===== src/rtl/chain_dma_pkg.sv =====
package chain_dma_pkg;
   typedef enum logic [2:0] {
      ST_IDLE, ST_FETCH, ST_BEAT, ST_MEMRD, ST_FIFOWR, ST_MEMWR
   } dma_state_t;

   localparam logic [3:0] EV_NONE  = 4'h0;
   localparam logic [3:0] EV_UNDER = 4'h1;
   localparam logic [3:0] EV_OVER  = 4'h2;
   localparam logic [3:0] EV_DESC  = 4'h3;
   localparam logic [3:0] EV_DATA  = 4'h4;
   localparam logic [3:0] EV_EARLY = 4'h5;
   localparam logic [3:0] EV_OK    = 4'hF;

   localparam logic [2:0] RG_GCTL = 3'd0;
   localparam logic [2:0] RG_IEN  = 3'd1;
   localparam logic [2:0] RG_ISTS = 3'd2;
   localparam logic [2:0] RG_DPTR = 3'd3;
   localparam logic [2:0] RG_CCTL = 3'd4;

   localparam int GC_EN   = 0;
   localparam int GC_SRST = 8;
   localparam int CC_RUN  = 7;
   localparam int CC_DIR  = 22;
   localparam int DF_FMT  = 30;
   localparam int DF_LAST = 31;
endpackage


===== src/rtl/chain_dma_len.sv =====
module chain_dma_len #(
   parameter int CNT_W    = 16,
   parameter int SHIFT    = 2,
   parameter bit ROUND_UP = 1'b1
) (
   input  logic [CNT_W-1:0]     bytes_i,
   output logic [CNT_W-SHIFT:0] words_o
);
   if (SHIFT < 1 || SHIFT >= CNT_W) begin : g_bad_shift
      $error("chain_dma_len: SHIFT out of range");
   end

   if (ROUND_UP) begin : g_ceil
      logic [CNT_W:0] sum;
      assign sum     = {1'b0, bytes_i} + (CNT_W+1)'((1 << SHIFT) - 1);
      assign words_o = sum[CNT_W:SHIFT];
   end else begin : g_floor
      assign words_o = {1'b0, bytes_i[CNT_W-1:SHIFT]};
   end
endmodule


===== src/rtl/chain_dma_regs.sv =====
module chain_dma_regs
   import chain_dma_pkg::*;
#(
   parameter int AW = 32
) (
   input  logic          clk,
   input  logic          rst_n,
   input  logic          cfg_we,
   input  logic [2:0]    cfg_addr,
   input  logic [31:0]   cfg_wdata,
   output logic [31:0]   cfg_rdata,
   output logic          soft_rst,
   output logic          start,
   output logic [AW-1:0] start_ptr,
   output logic          start_dir,
   output logic          run_o,
   input  logic          fin,
   input  logic [3:0]    fin_code,
   output logic          irq
);
   if (AW > 32 || AW < 8) begin : g_bad_aw
      $error("chain_dma_regs: AW must be 8..32");
   end

   logic          en_q, ien_q, ists_q, run_q, dir_q;
   logic [3:0]    evt_q;
   logic [AW-1:0] dptr_q;
   logic          hit_g, hit_ie, hit_is, hit_dp, hit_cc;

   assign hit_g  = cfg_we && (cfg_addr == RG_GCTL);
   assign hit_ie = cfg_we && (cfg_addr == RG_IEN);
   assign hit_is = cfg_we && (cfg_addr == RG_ISTS);
   assign hit_dp = cfg_we && (cfg_addr == RG_DPTR);
   assign hit_cc = cfg_we && (cfg_addr == RG_CCTL);

   assign soft_rst  = hit_g && cfg_wdata[GC_SRST];
   assign start     = hit_cc && cfg_wdata[CC_RUN] && !run_q && en_q;
   assign start_ptr = dptr_q;
   assign start_dir = cfg_wdata[CC_DIR];
   assign run_o     = run_q;
   assign irq       = ien_q && ists_q;

   always_ff @(posedge clk or negedge rst_n) begin
      if (!rst_n) begin
         en_q <= 1'b0; ien_q <= 1'b0; ists_q <= 1'b0; run_q <= 1'b0;
         dir_q <= 1'b0; evt_q <= EV_NONE; dptr_q <= '0;
      end else if (soft_rst) begin
         en_q <= 1'b0; ien_q <= 1'b0; ists_q <= 1'b0; run_q <= 1'b0;
         dir_q <= 1'b0; evt_q <= EV_NONE; dptr_q <= '0;
      end else begin
         if (hit_g)  en_q   <= cfg_wdata[GC_EN];
         if (hit_ie) ien_q  <= cfg_wdata[0];
         if (hit_dp) dptr_q <= cfg_wdata[AW-1:0];
         if (hit_cc && !run_q) begin
            dir_q <= cfg_wdata[CC_DIR];
            run_q <= cfg_wdata[CC_RUN] && en_q;
            if (start) evt_q <= EV_NONE;
         end
         if (hit_is && cfg_wdata[0]) ists_q <= 1'b0;
         if (fin) begin
            run_q  <= 1'b0;
            evt_q  <= fin_code;
            ists_q <= 1'b1;
         end
      end
   end

   always_comb begin
      cfg_rdata = '0;
      case (cfg_addr)
         RG_GCTL: cfg_rdata[GC_EN] = en_q;
         RG_IEN:  cfg_rdata[0]     = ien_q;
         RG_ISTS: cfg_rdata[0]     = ists_q;
         RG_DPTR: cfg_rdata        = 32'(dptr_q);
         RG_CCTL: cfg_rdata        = {9'b0, dir_q, 14'b0, run_q, 3'b0, evt_q};
         default: cfg_rdata        = '0;
      endcase
   end

   // a stop report leaves run clear and the status flag set
   p_fin_stop_r7: assert property (@(posedge clk) disable iff (!rst_n)
      (fin && !soft_rst) |=> (!run_q && ists_q));
endmodule


===== src/rtl/chain_dma_engine.sv =====
module chain_dma_engine
   import chain_dma_pkg::*;
#(
   parameter int AW       = 32,
   parameter int DW       = 32,
   parameter int CNT_W    = 16,
   parameter bit ROUND_UP = 1'b1
) (
   input  logic          clk,
   input  logic          rst_n,
   input  logic          srst,
   input  logic          start,
   input  logic [AW-1:0] start_ptr,
   input  logic          start_dir,
   output logic          busy,
   output logic          fin,
   output logic [3:0]    fin_code,
   output logic          mem_req,
   output logic          mem_we,
   output logic [AW-1:0] mem_addr,
   output logic [DW-1:0] mem_wdata,
   input  logic          mem_ack,
   input  logic [DW-1:0] mem_rdata,
   input  logic          mem_err,
   output logic          fifo_push,
   output logic [DW-1:0] fifo_wdata,
   input  logic          fifo_full,
   output logic          fifo_pop,
   input  logic [DW-1:0] fifo_rdata,
   input  logic          fifo_empty,
   input  logic          periph_end
);
   localparam int BPW   = DW / 8;
   localparam int SHIFT = $clog2(BPW);
   localparam int WW    = CNT_W - SHIFT + 1;

   if (DW != 32) begin : g_bad_dw
      $error("chain_dma_engine: descriptor words need DW == 32");
   end
   if (CNT_W > 16) begin : g_bad_cnt
      $error("chain_dma_engine: byte count field is at most 16 bits");
   end

   dma_state_t    state_q, state_d;
   logic [AW-1:0] ptr_q, ptr_d, buf_q, buf_d, nxt_q, nxt_d;
   logic [1:0]    widx_q, widx_d;
   logic          last_q, last_d, dir_q, dir_d;
   logic [WW-1:0] left_q, left_d, len_words;
   logic [DW-1:0] hold_q, hold_d;

   chain_dma_len #(.CNT_W(CNT_W), .SHIFT(SHIFT), .ROUND_UP(ROUND_UP)) u_len (
      .bytes_i (mem_rdata[CNT_W-1:0]),
      .words_o (len_words)
   );

   assign busy = (state_q != ST_IDLE);

   always_comb begin
      state_d = state_q; ptr_d = ptr_q; buf_d = buf_q; nxt_d = nxt_q;
      widx_d = widx_q; last_d = last_q; dir_d = dir_q; left_d = left_q;
      hold_d = hold_q;
      mem_req = 1'b0; mem_we = 1'b0; mem_addr = buf_q; mem_wdata = hold_q;
      fifo_push = 1'b0; fifo_pop = 1'b0; fifo_wdata = hold_q;
      fin = 1'b0; fin_code = EV_NONE;
      case (state_q)
         ST_IDLE: if (start) begin
            state_d = ST_FETCH; ptr_d = start_ptr; dir_d = start_dir; widx_d = 2'd0;
         end
         ST_FETCH: begin
            mem_req  = 1'b1;
            mem_addr = ptr_q + AW'({widx_q, 2'b00});
            if (mem_ack) begin
               if (mem_err || (widx_q == 2'd0 && !mem_rdata[DF_FMT])) begin
                  fin = 1'b1; fin_code = EV_DESC; state_d = ST_IDLE;
               end else begin
                  case (widx_q)
                     2'd0: begin
                        last_d = mem_rdata[DF_LAST]; left_d = len_words; widx_d = 2'd1;
                     end
                     2'd1: begin buf_d = mem_rdata[AW-1:0]; widx_d = 2'd2; end
                     default: begin nxt_d = mem_rdata[AW-1:0]; state_d = ST_BEAT; end
                  endcase
               end
            end
         end
         ST_BEAT: begin
            if (left_q == '0) begin
               if (last_q) begin
                  fin = 1'b1; fin_code = EV_OK; state_d = ST_IDLE;
               end else begin
                  ptr_d = nxt_q; widx_d = 2'd0; state_d = ST_FETCH;
               end
            end else if (periph_end) begin
               fin = 1'b1; fin_code = EV_EARLY; state_d = ST_IDLE;
            end else if (dir_q) begin
               if (fifo_empty) begin
                  fin = 1'b1; fin_code = EV_UNDER; state_d = ST_IDLE;
               end else begin
                  fifo_pop = 1'b1; hold_d = fifo_rdata; state_d = ST_MEMWR;
               end
            end else begin
               state_d = ST_MEMRD;
            end
         end
         ST_MEMRD: begin
            mem_req = 1'b1;
            if (mem_ack) begin
               if (mem_err) begin
                  fin = 1'b1; fin_code = EV_DATA; state_d = ST_IDLE;
               end else begin
                  hold_d = mem_rdata; state_d = ST_FIFOWR;
               end
            end
         end
         ST_FIFOWR: begin
            if (fifo_full) begin
               fin = 1'b1; fin_code = EV_OVER; state_d = ST_IDLE;
            end else begin
               fifo_push = 1'b1; left_d = left_q - WW'(1);
               buf_d = buf_q + AW'(BPW); state_d = ST_BEAT;
            end
         end
         ST_MEMWR: begin
            mem_req = 1'b1; mem_we = 1'b1;
            if (mem_ack) begin
               if (mem_err) begin
                  fin = 1'b1; fin_code = EV_DATA; state_d = ST_IDLE;
               end else begin
                  left_d = left_q - WW'(1); buf_d = buf_q + AW'(BPW); state_d = ST_BEAT;
               end
            end
         end
         default: state_d = ST_IDLE;
      endcase
   end

   always_ff @(posedge clk or negedge rst_n) begin
      if (!rst_n) begin
         state_q <= ST_IDLE; ptr_q <= '0; buf_q <= '0; nxt_q <= '0; widx_q <= '0;
         last_q <= 1'b0; dir_q <= 1'b0; left_q <= '0; hold_q <= '0;
      end else if (srst) begin
         state_q <= ST_IDLE; widx_q <= '0; left_q <= '0;
      end else begin
         state_q <= state_d; ptr_q <= ptr_d; buf_q <= buf_d; nxt_q <= nxt_d;
         widx_q <= widx_d; last_q <= last_d; dir_q <= dir_d; left_q <= left_d;
         hold_q <= hold_d;
      end
   end

   // an unanswered request holds its address and strobe
   p_req_hold_r14: assert property (@(posedge clk) disable iff (!rst_n)
      (mem_req && !mem_ack && !srst) |=> (mem_req && $stable(mem_addr) && $stable(mem_we)));
   // never push into a full FIFO
   p_no_push_full_r10: assert property (@(posedge clk) disable iff (!rst_n)
      fifo_push |-> !fifo_full);
   // never pop from an empty FIFO
   p_no_pop_empty_r10: assert property (@(posedge clk) disable iff (!rst_n)
      fifo_pop |-> !fifo_empty);
endmodule


===== src/rtl/chain_dma.sv =====
module chain_dma
   import chain_dma_pkg::*;
#(
   parameter int ADDR_W   = 32,
   parameter int DATA_W   = 32,
   parameter int CNT_W    = 16,
   parameter bit ROUND_UP = 1'b1
) (
   input  logic              clk,
   input  logic              rst_n,
   input  logic              cfg_we,
   input  logic [2:0]        cfg_addr,
   input  logic [31:0]       cfg_wdata,
   output logic [31:0]       cfg_rdata,
   output logic              mem_req,
   output logic              mem_we,
   output logic [ADDR_W-1:0] mem_addr,
   output logic [DATA_W-1:0] mem_wdata,
   input  logic              mem_ack,
   input  logic [DATA_W-1:0] mem_rdata,
   input  logic              mem_err,
   output logic              fifo_push,
   output logic [DATA_W-1:0] fifo_wdata,
   input  logic              fifo_full,
   output logic              fifo_pop,
   input  logic [DATA_W-1:0] fifo_rdata,
   input  logic              fifo_empty,
   input  logic              periph_end,
   output logic              irq
);
   logic              soft_rst, start, start_dir, run, busy, fin;
   logic [ADDR_W-1:0] start_ptr;
   logic [3:0]        fin_code;

   chain_dma_regs #(.AW(ADDR_W)) u_regs (
      .clk, .rst_n, .cfg_we, .cfg_addr, .cfg_wdata, .cfg_rdata,
      .soft_rst, .start, .start_ptr, .start_dir, .run_o(run),
      .fin, .fin_code, .irq
   );

   chain_dma_engine #(.AW(ADDR_W), .DW(DATA_W), .CNT_W(CNT_W), .ROUND_UP(ROUND_UP)) u_eng (
      .clk, .rst_n, .srst(soft_rst), .start, .start_ptr, .start_dir,
      .busy, .fin, .fin_code,
      .mem_req, .mem_we, .mem_addr, .mem_wdata, .mem_ack, .mem_rdata, .mem_err,
      .fifo_push, .fifo_wdata, .fifo_full, .fifo_pop, .fifo_rdata, .fifo_empty,
      .periph_end
   );

   // the engine only works while run is set
   p_busy_run_r3: assert property (@(posedge clk) disable iff (!rst_n)
      busy |-> run);
endmodule


===== config.mk =====
export PLATFORM = sky130hd
export DESIGN_NAME = chain_dma
export DESIGN_NICKNAME = d
export VERILOG_FILES = /design/src/rtl/chain_dma_pkg.sv /design/src/rtl/chain_dma_len.sv /design/src/rtl/chain_dma_regs.sv /design/src/rtl/chain_dma_engine.sv /design/src/rtl/chain_dma.sv
export SDC_FILE = /design/constraint.sdc
export NUM_CORES = 1
export LEC_CHECK = 0
export BUFFER_PORTS_ARGS = -buffer_cell sky130_fd_sc_hd__buf_2
export CAP_MARGIN = 15
export CORE_AREA = 4 4 144 146
export DETAILED_ROUTE_END_ITERATION = 10
export DIE_AREA = 0 0 148 150
export PLACE_DENSITY_LB_ADDON = 0.25
export RECOVER_POWER = 100
export SYNTH_ARGS = -nofsm -noshare
export SYNTH_HDL_FRONTEND = slang
export SYNTH_HIERARCHICAL = 1
export SYNTH_SLANG_ARGS = --single-unit

===== constraint.sdc =====
create_clock -name clk -period 5.5 [get_ports clk]
set_clock_uncertainty 0.1 [all_clocks]
set_input_delay 1.65 -clock clk [delete_from_list [all_inputs] [get_ports clk]]
set_output_delay 1.65 -clock clk [all_outputs]
set_load 0.1 [all_outputs]

==> results of run 1 <==
power by group through the flow:
stage | sequential, mW | combinational, mW | clock (mW)
floorplan | 1.92 | 1.45 | 0
global placement | 1.88 | 1.88 | 0
detailed placement | 1.88 | 1.90 | 0
CTS | 1.86 | 1.90 | 1.27
global route | 1.91 | 1.97 | 1.33
finish | 1.87 | 1.87 | 1.25
final cells by class:
| cell class | count | area, um^2 |
|---|---|---|
| clock buffers | 18 | 429 |
| clock inverters | 13 | 154 |
| fillers | 1664 | 6430 |
| inverters | 20 | 75.1 |
| multi-input cells | 941 | 6020 |
| flip-flops and latches | 191 | 4780 |
| well taps | 265 | 332 |
| repair buffers | 261 | 1170 |
sequential cells by signal, indices dropped and copies added, names as in the netlist, 2 cells and up:
| signal | cells |
|---|---|
| u_eng/ptr_q | 32 |
| u_regs/evt_q | 4 |
| u_eng/nxt_q | 32 |
| u_regs/start_ptr | 32 |
| u_eng/buf_q | 32 |
| u_eng/widx_q | 2 |
| u_eng/left_q | 15 |
| u_eng/fifo_wdata | 32 |
| u_eng/state_q | 3 |
final timing paths:
path	to	slack [ps]	depth (start not counted)
min in group asynchronous	u_eng/fifo_wdata[12]$_DFFE_PN0P_	1980	1
hold reg to reg	u_eng/buf_q[0]$_DFFE_PN0P_	390	2
hold / removal	u_eng/buf_q[0]$_DFFE_PN0P_	390	2
setup reg to reg	u_eng/fifo_wdata[24]$_DFFE_PN0P_	980	6
max in group asynchronous	u_eng/buf_q[26]$_DFFE_PN0P_	1390	2
setup / recovery	cfg_rdata[1]	330	5
worst register-to-register path: cells and delay by family, from the launching register on:
kind	cells	cell delay (ps)
simple gates	2	1130
buf+inv	2	1750
compound gates	1	270
flops	1	650
mux	1	510
routing by layer:
layer	vias to the layer above	global-route usage, %	part of all wire, %
li1	4786	-	-
met5	-	0	0
met2	454	46.3	47
met3	64	4.91	7.4
met1	4902	41.2	43
met4	0	11.3	2.7
stage by stage:
stage               instance area, um^2  cells  util [%]  worst slack (ps)
finish                            13000   1709      66.8               331
CTS                               13200   1708      68.1               483
global route                      13000   1709      66.8               242
floorplan                         11500   1270         -              11.5
global placement                  12600   1677      65.1               768
detailed placement                12600   1677      65.1               724
cells in the final DEF, fill, tap and decap left out, drive strengths merged, types with 5 or more instances in the layout:
| master | instances |
|---|---|
| a211oi | 6 |
| a21oi | 88 |
| a22o | 5 |
| a2bb2oi | 7 |
| a31oi | 8 |
| and2 | 29 |
| and3 | 10 |
| buf | 115 |
| clkbuf | 164 |
| dfrtp | 191 |
| ha | 5 |
| inv | 25 |
| mux2 | 129 |
| mux2i | 13 |
| nand2 | 252 |
| nand2b | 7 |
| nand3 | 29 |
| nand4 | 32 |
| nor2 | 55 |
| nor2b | 6 |
| nor3 | 28 |
| nor4 | 12 |
| o21a | 5 |
| o21ai | 71 |
| o22a | 10 |
| o22ai | 10 |
| o31ai | 8 |
| or3 | 6 |
| or4 | 5 |
| xnor2 | 10 |
| xor2 | 32 |
==> results.toml, run 1 <==
[sta]
finalCritPeriodShare_pct = 94.0
relSlewSlack_pct = -91.5
tightest_slew_ps = 2870
clock.fmax_ghz = 0.193
slew_violations = 216
whs_ps = 391
setup_violations = 0
rsz0062_at_grt = "no"
period_needed_ps = 5170
fin_setup_tns_ps = 0
hold_violations = 0

[floorplanning]
coreArea_mm2 = 0.0194
die_height_um = 150
die_w_um = 148
num_rows = 51
io_pins = 240
die_area_mm2 = 0.0222
start_util_pct = 59.4

[cts]
cts_tree = "done"
worstSkewPairLatency_ps = 430
post_cts_buffers = 0
cts_hold_buf = 0
cts_buffers = 17
cts_root_buf = "clkbuf_16"
cts_sinks = 191
clk_pin_slew_ps = 70
cts_resized = 0
clockBufferDepth = 2
htree_num_levels = 4

[final_layout]
drive_gt1_share_pct = 21.7
antenna_cells = 0
area_growth_pct = 12.4
fin_nets = 1545

[route]
wl_um = 32800
vias = 10200
routed_via_density = 5.97
firstDrtPassIters = 7
drtIter0Drc = 967
route.detailed.drc = 0
ant_nets = 0
wl_per_cell_um = 19.2

[run_status]
status = "complete, but fails checks"
violations = "capacitance limit, slew limit"

[setup_path]
slowest_delay_ps = 870
crit_type = "input port to output port"
cp.arrival_ps = 3420
r2r-start = "u_eng/state_q[0]$_DFFE_PN0P_"
crit_chain = "buf_2 > and3_1 > buf_4 > a22o_1 > clkbuf_1"
crit_family = "buffers and inverters"
cp_slowest_cell = "clkbuf_1"
startpoint_type = "input port"
crit_fanout = 31
crit_start = "cfg_addr[0]"
worst-path-buf-inv = 3
cp-end-kind = "output port"
critical_path_required_ps = 3750

[grt]
overflow = 0
grt_first_pass_wirelength_um = 52200
grt_pass1_vias = 9772
grt_antenna_before_repair = 0
grt_start_max_net_pins = 116
gr-usage-all-layers_pct = 29.5

[logic_synthesis]
postSynthAreaPerCell_um2 = 9.08
yosysWarnings = 6
syn_nets = 1383
synth_cells = 1270
synth_area_mm2 = 0.0115

[placed_design]
port_buffers = 239
gp_congestion = 0.971
dpl.hpwl_um = 23000

[worst_hold_path]
hp-start = "u_eng/buf_q[0]$_DFFE_PN0P_"
min_path_type = "flip-flop to flip-flop"

[power_and_ir_drop]
p_int_mw = 2.64
power_frac_clock_pct = 25.0
power-per-cell-area_mw_per_mm2 = 385
ir_drop_mv = 0.278
finalPower_mw = 4.99
p_seq_share_pct = 37.5
p_sw_mw = 2.35
pwr-share-comb_pct = 37.5
leakagePower_nw = 5.77
switching_share_pct = 47.1

[run]
cap_violations = 4
Power figures use the tool's default switching activity.
==> run 2: changes to the inputs <==
Clock period 5.5 ns to 6.3 ns, I/O delays scaled along.
==> run 2 against run 1 <==
Compared with the run above:
- the run still ends with capacitance limit, slew limit left
- sequential cell count unchanged
- utilization up 0.13 points
- via count about the same
- power down 14%
- worst setup slack better by 86 ps
- non-clock buffer count down 3
==> results.toml, run 2 (synthesis gave the netlist of run 1 again) <==
[run_status]
status = "complete, but fails checks"
violations = "capacitance limit, slew limit"

[setup_path]
slowest_delay_ps = 900
cp_slowest_cell = "clkbuf_1"
cp.arrival_ps = 3890
worst-path-buf-inv = 2
startpoint_type = "flip-flop"
critical_path_required_ps = 4310
crit_family = "buffers and inverters"
crit_type = "flip-flop to output port"
cp-end-kind = "output port"
crit_chain = "or3b_1 > clkbuf_2 > o21ai_0 > clkbuf_1"
crit_fanout = 39

[power_and_ir_drop]
switching_share_pct = 46.8
p_sw_mw = 2.02
p_int_mw = 2.29
p_seq_share_pct = 38.0
power_frac_clock_pct = 24.0
pwr-share-comb_pct = 38.0
power-per-cell-area_mw_per_mm2 = 332
leakagePower_nw = 5.87
ir_drop_mv = 0.207

[final_layout]
fin_nets = 1542
final_common_cell = "nand2_1"
fill_cells = 1706
drive_gt1_share_pct = 23.4
final_cells = 1706
area_growth_pct = 12.7
mostFrequentLayoutCells = "nand2_1 (252), dfrtp_1 (191), mux2_2 (126)"

[grt]
grt_antenna_before_repair = 0
overflow = 0
grt_pass1_vias = 9534
grt_start_max_net_pins = 113
gr-usage-all-layers_pct = 29.3
grt_first_pass_wirelength_um = 51800

[placed_design]
dpl.hpwl_um = 22800
gp_congestion = 0.940
port_buffers = 239
placedCellCount = 1674

[route]
route.detailed.drc = 0
wl_um = 32900
routed_via_density = 5.98
ant_nets = 0
vias = 10200
wl_per_cell_um = 19.3
drtIter0Drc = 1044
firstDrtPassIters = 5

[floorplanning]
die_height_um = 150
coreArea_mm2 = 0.0194
num_rows = 51
io_pins = 240
die_area_mm2 = 0.0222
die_w_um = 148
start_util_pct = 59.4

[sta]
slew_violations = 114
tightest_slew_ps = 3730
fin_setup_tns_ps = 0
hold_violations = 0
finalCritPeriodShare_pct = 93.4
period_needed_ps = 5880
relSlewSlack_pct = -148
rsz0062_at_grt = "no"
clock.fmax_ghz = 0.170
setup_violations = 0

[cts]
clk_pin_slew_ps = 70
post_cts_buffers = 0
cts_hold_buf = 0
cts_root_buf = "clkbuf_16"
cts_tree = "done"
clockBufferDepth = 2
cts_sinks = 191
worstSkewPairLatency_ps = 430
htree_num_levels = 4
cts_resized = 0
cts_buffers = 17

[run]
cap_violations = 2

[worst_hold_path]
min_path_type = "flip-flop to flip-flop"
-- run 2: changes by cell type in the layout (fill, tap and decap cells not counted), moves of 3 or more --
cell | previous run | this run
inv_6 | 4 | 1
o21ai_0 | 53 | 64
clkbuf_2 | 22 | 37
o21ai_1 | 18 | 7
clkbuf_8 | 0 | 3
clkbuf_1 | 125 | 97
buf_2 | 104 | 115
-- run 2: routing by layer --
| metal | wire length, um | GRT usage [%] |
|---|---|---|
| met2 | 15400 | 45.8 |
| met1 | 14200 | 41.8 |
| met4 | 755 | 9.65 |
| met3 | 2470 | 4.88 |
| met5 | 0 | 0 |
-- run 2: worst paths after layout --
check	from	end	slack [ps]	cells after the start
max in group asynchronous	rst_n	u_eng/fifo_wdata[23]$_DFFE_PN0P_	1150	1
max	u_eng/state_q[2]$_DFFE_PN0P_	mem_addr[12]	420	4
min reg2reg	u_eng/buf_q[0]$_DFFE_PN0P_	u_eng/buf_q[0]$_DFFE_PN0P_	400	2
max reg2reg	u_eng/state_q[2]$_DFFE_PN0P_	u_eng/fifo_wdata[23]$_DFFE_PN0P_	1720	6
min in group asynchronous	rst_n	u_eng/fifo_wdata[10]$_DFFE_PN0P_	2850	1
min	u_eng/buf_q[0]$_DFFE_PN0P_	u_eng/buf_q[0]$_DFFE_PN0P_	400	2
-- run 2: final cells by class --
class / count / area [um^2] / share of cell area, %
multi-input cells: 941 / 6030 / 46.4
flip-flops and latches: 191 / 4780 / 36.8
repair buffers: 258 / 1210 / 9.35
clock buffers: 22 / 474 / 3.65
well taps: 265 / 332 / 2.55
clock inverters: 8 / 83.8 / 0.645
inverters: 20 / 75.1 / 0.578
diodes: 1 / 2.50 / 0.0193
-- run 2: power groups by stage --
stage | Combinational [mW] | Sequential [mW] | Clock [mW]
after floorplan | 1.26 | 1.67 | 0
after global placement | 1.64 | 1.64 | 0
after detailed placement | 1.66 | 1.65 | 0
after CTS | 1.66 | 1.63 | 1.05
after global routing | 1.73 | 1.66 | 1.10
final | 1.64 | 1.64 | 1.03
-- run 2: worst register-to-register path, delay by kind of cell, from the launching register on --
family,cells,cell delay (ps)
flip-flops,1,690
buffers and inverters,1,1440
multiplexers,1,500
AO/OA/AOI/OAI,1,220
AND/OR/NAND/NOR,3,1510
-- run 2: through the flow --
| step | setup slack (ps) | util, % | area (um^2) | power [mW] | hold slack (ps) |
|---|---|---|---|---|---|
| floorplan | 46.8 | - | 11500 | 2.93 | 349 |
| global placement | 816 | 65.0 | 12600 | 3.28 | 370 |
| detailed placement | 678 | 65.0 | 12600 | 3.30 | 373 |
| CTS | 670 | 67.9 | 13200 | 4.33 | 388 |
| global route | 281 | 67.0 | 13000 | 4.49 | 413 |
| finish | 417 | 67.0 | 13000 | 4.32 | 397 |
==> run 3: changes to the inputs <==
Settings changed: PLACE_DENSITY set to 0.86, PLACE_DENSITY_LB_ADDON 0.25 to not set, REMOVE_ABC_BUFFERS set to 1.
==> run 3 against run 2 <==
Compared with the run above:
- the flow still finishes with violations (capacitance limit, slew limit)
- global-route usage grew 0.70 points
- first-iteration DRC count rose by 27%
- final area increased by 0.12%
- die area did not move
- register-to-register slack worse by 530 ps
- via count increased by 4.4%
- combinational power barely moved
- utilization increased by 0.077 points
- clock power is 5% higher
- sequential cell count unchanged
- non-clock buffer count up 2
- final cell count up 0.18%
==> results.toml, run 3 (synthesis gave the netlist of run 1 again) <==
[cts]
cts_hold_buf = 0
cts_resized = 0
post_cts_buffers = 0
htree_num_levels = 4
cts_buffers = 17
cts_sinks = 191
clockBufferDepth = 2
cts_tree = "done"
clk_pin_slew_ps = 70
cts_root_buf = "clkbuf_16"
worstSkewPairLatency_ps = 450

[setup_path]
crit_cells = 4
cp.arrival_ps = 3750
rr_worst_depth = 6
slowest_delay_ps = 870
critical_path_required_ps = 4310
cp-end-kind = "output port"
crit_fanout = 15
startpoint_type = "input port"
r2r_slack_ps = 1190
r2r-end = "u_eng/fifo_wdata[2]$_DFFE_PN0P_"
crit_type = "input port to output port"
r2r-start = "u_eng/state_q[2]$_DFFE_PN0P_"
cp_slowest_cell = "clkbuf_1"
crit_family = "buffers and inverters"
crit_chain = "buf_2 > and3_1 > a22o_1 > clkbuf_1"
worst-path-buf-inv = 2

[final_layout]
antenna_cells = 0
area_growth_pct = 12.8
final_common_cell = "nand2_1"
final_cells = 1709
utilization_pct = 67.1
fin_area_mm2 = 0.0130
drive_gt1_share_pct = 23.6
fin_nets = 1544
fill_cells = 1597
mostFrequentLayoutCells = "nand2_1 (252), dfrtp_1 (191), mux2_2 (126)"

[route]
ant_nets = 0
vias = 10700
wl_per_cell_um = 20.1
routed_via_density = 6.24
firstDrtPassIters = 5
drtIter0Drc = 1323
route.detailed.drc = 0
wl_um = 34300

[placed_design]
port_buffers = 239
gp_congestion = 0.915
placed_area_mm2 = 0.0126
dpl.hpwl_um = 23200
placedCellCount = 1675
pre_cts_ws_ps = 723

[sta]
finalCritPeriodShare_pct = 91.1
clock.fmax_ghz = 0.174
fin_setup_tns_ps = 0
slew_violations = 249
setup_violations = 0
hold_violations = 0
relSlewSlack_pct = -85.1
period_needed_ps = 5740
fin_ws_ps = 561
tightest_slew_ps = 2780
rsz0062_at_grt = "no"

[worst_hold_path]
min_path_cells = 2
hp-start = "u_eng/buf_q[1]$_DFFE_PN0P_"
whs_endpoint = "u_eng/buf_q[1]$_DFFE_PN0P_"
min_path_type = "flip-flop to flip-flop"

[grt]
gr-usage-all-layers_pct = 30.0
grt_antenna_before_repair = 0
overflow = 0
grt_pass1_vias = 10100
grt_first_pass_wirelength_um = 52800
grt_start_max_net_pins = 109

[floorplanning]
coreArea_mm2 = 0.0194
die_area_mm2 = 0.0222
io_pins = 240
num_rows = 51
start_util_pct = 59.4
die_height_um = 150
die_w_um = 148

[power_and_ir_drop]
p_seq_share_pct = 37.3
power-per-cell-area_mw_per_mm2 = 334
ir_drop_mv = 0.212
p_int_mw = 2.28
switching_share_pct = 47.6
power_frac_clock_pct = 24.9
leakagePower_nw = 5.88
pwr-share-comb_pct = 37.8
p_sw_mw = 2.07

[run]
cap_violations = 6

[run_status]
violations = "capacitance limit, slew limit"
status = "complete, but fails checks"
[run 3: changes by cell type in the layout (fill, tap and decap cells not counted), sizes merged]
| cell | change |
|---|---|
| inv | +7 |
| buf | -2 |
| clkinv | +2 |
| clkinvlp | -2 |
| clkdlybuf4s25 | -1 |
| diode | -1 |
[run 3: layer usage]
layer  part of all wire, %  track usage (%)
met1                    40             40.1
met2                    47             48.4
met3                    10             6.48
met4                   2.8             10.8
met5                     0                0
[run 3: how the worst max path moves through the flow]
stage,startpoint,slack [ps],endpoint
after floorplan,u_eng/widx_q[0]$_DFFE_PN0P_,-180,mem_addr[30]
after global placement,cfg_addr[0],810,cfg_rdata[22]
after detailed placement,cfg_addr[0],720,cfg_rdata[22]
after CTS,cfg_addr[0],720,cfg_rdata[22]
after global routing,u_eng/state_q[2]$_DFFE_PN0P_,480,mem_addr[23]
final,cfg_addr[0],560,cfg_rdata[2]
[run 3: final cells by class]
class	instances	area [um^2]	area share, %
multi-input cells	941	6030	46.3
flip-flops and latches	191	4780	36.7
repair buffers	260	1220	9.38
clock buffers	17	425	3.27
well taps	265	332	2.55
clock inverters	15	149	1.14
inverters	20	75.1	0.577
[run 3: power groups by stage]
stage               logic [mW]  registers, mW  clock network [mW]
floorplan                 1.09           1.80                   0
global placement          1.62           1.62                   0
detailed placement        1.65           1.63                   0
CTS                       1.66           1.61                1.09
global route              1.72           1.64                1.14
finish                    1.64           1.62                1.08
[run 3: through the flow]
step,hold slack [ps],power (mW)
global placement,364,3.24
floorplan,349,2.89
detailed placement,377,3.28
global route,428,4.51
CTS,394,4.35
finish,400,4.35
[run 3: tightest hold or removal path, delay by kind of cell (launching register included)]
family             cells  cell delay, ps
and+or+nand+nor        1              50
DFF                    1             350
AOI/OAI and AO/OA      1              70
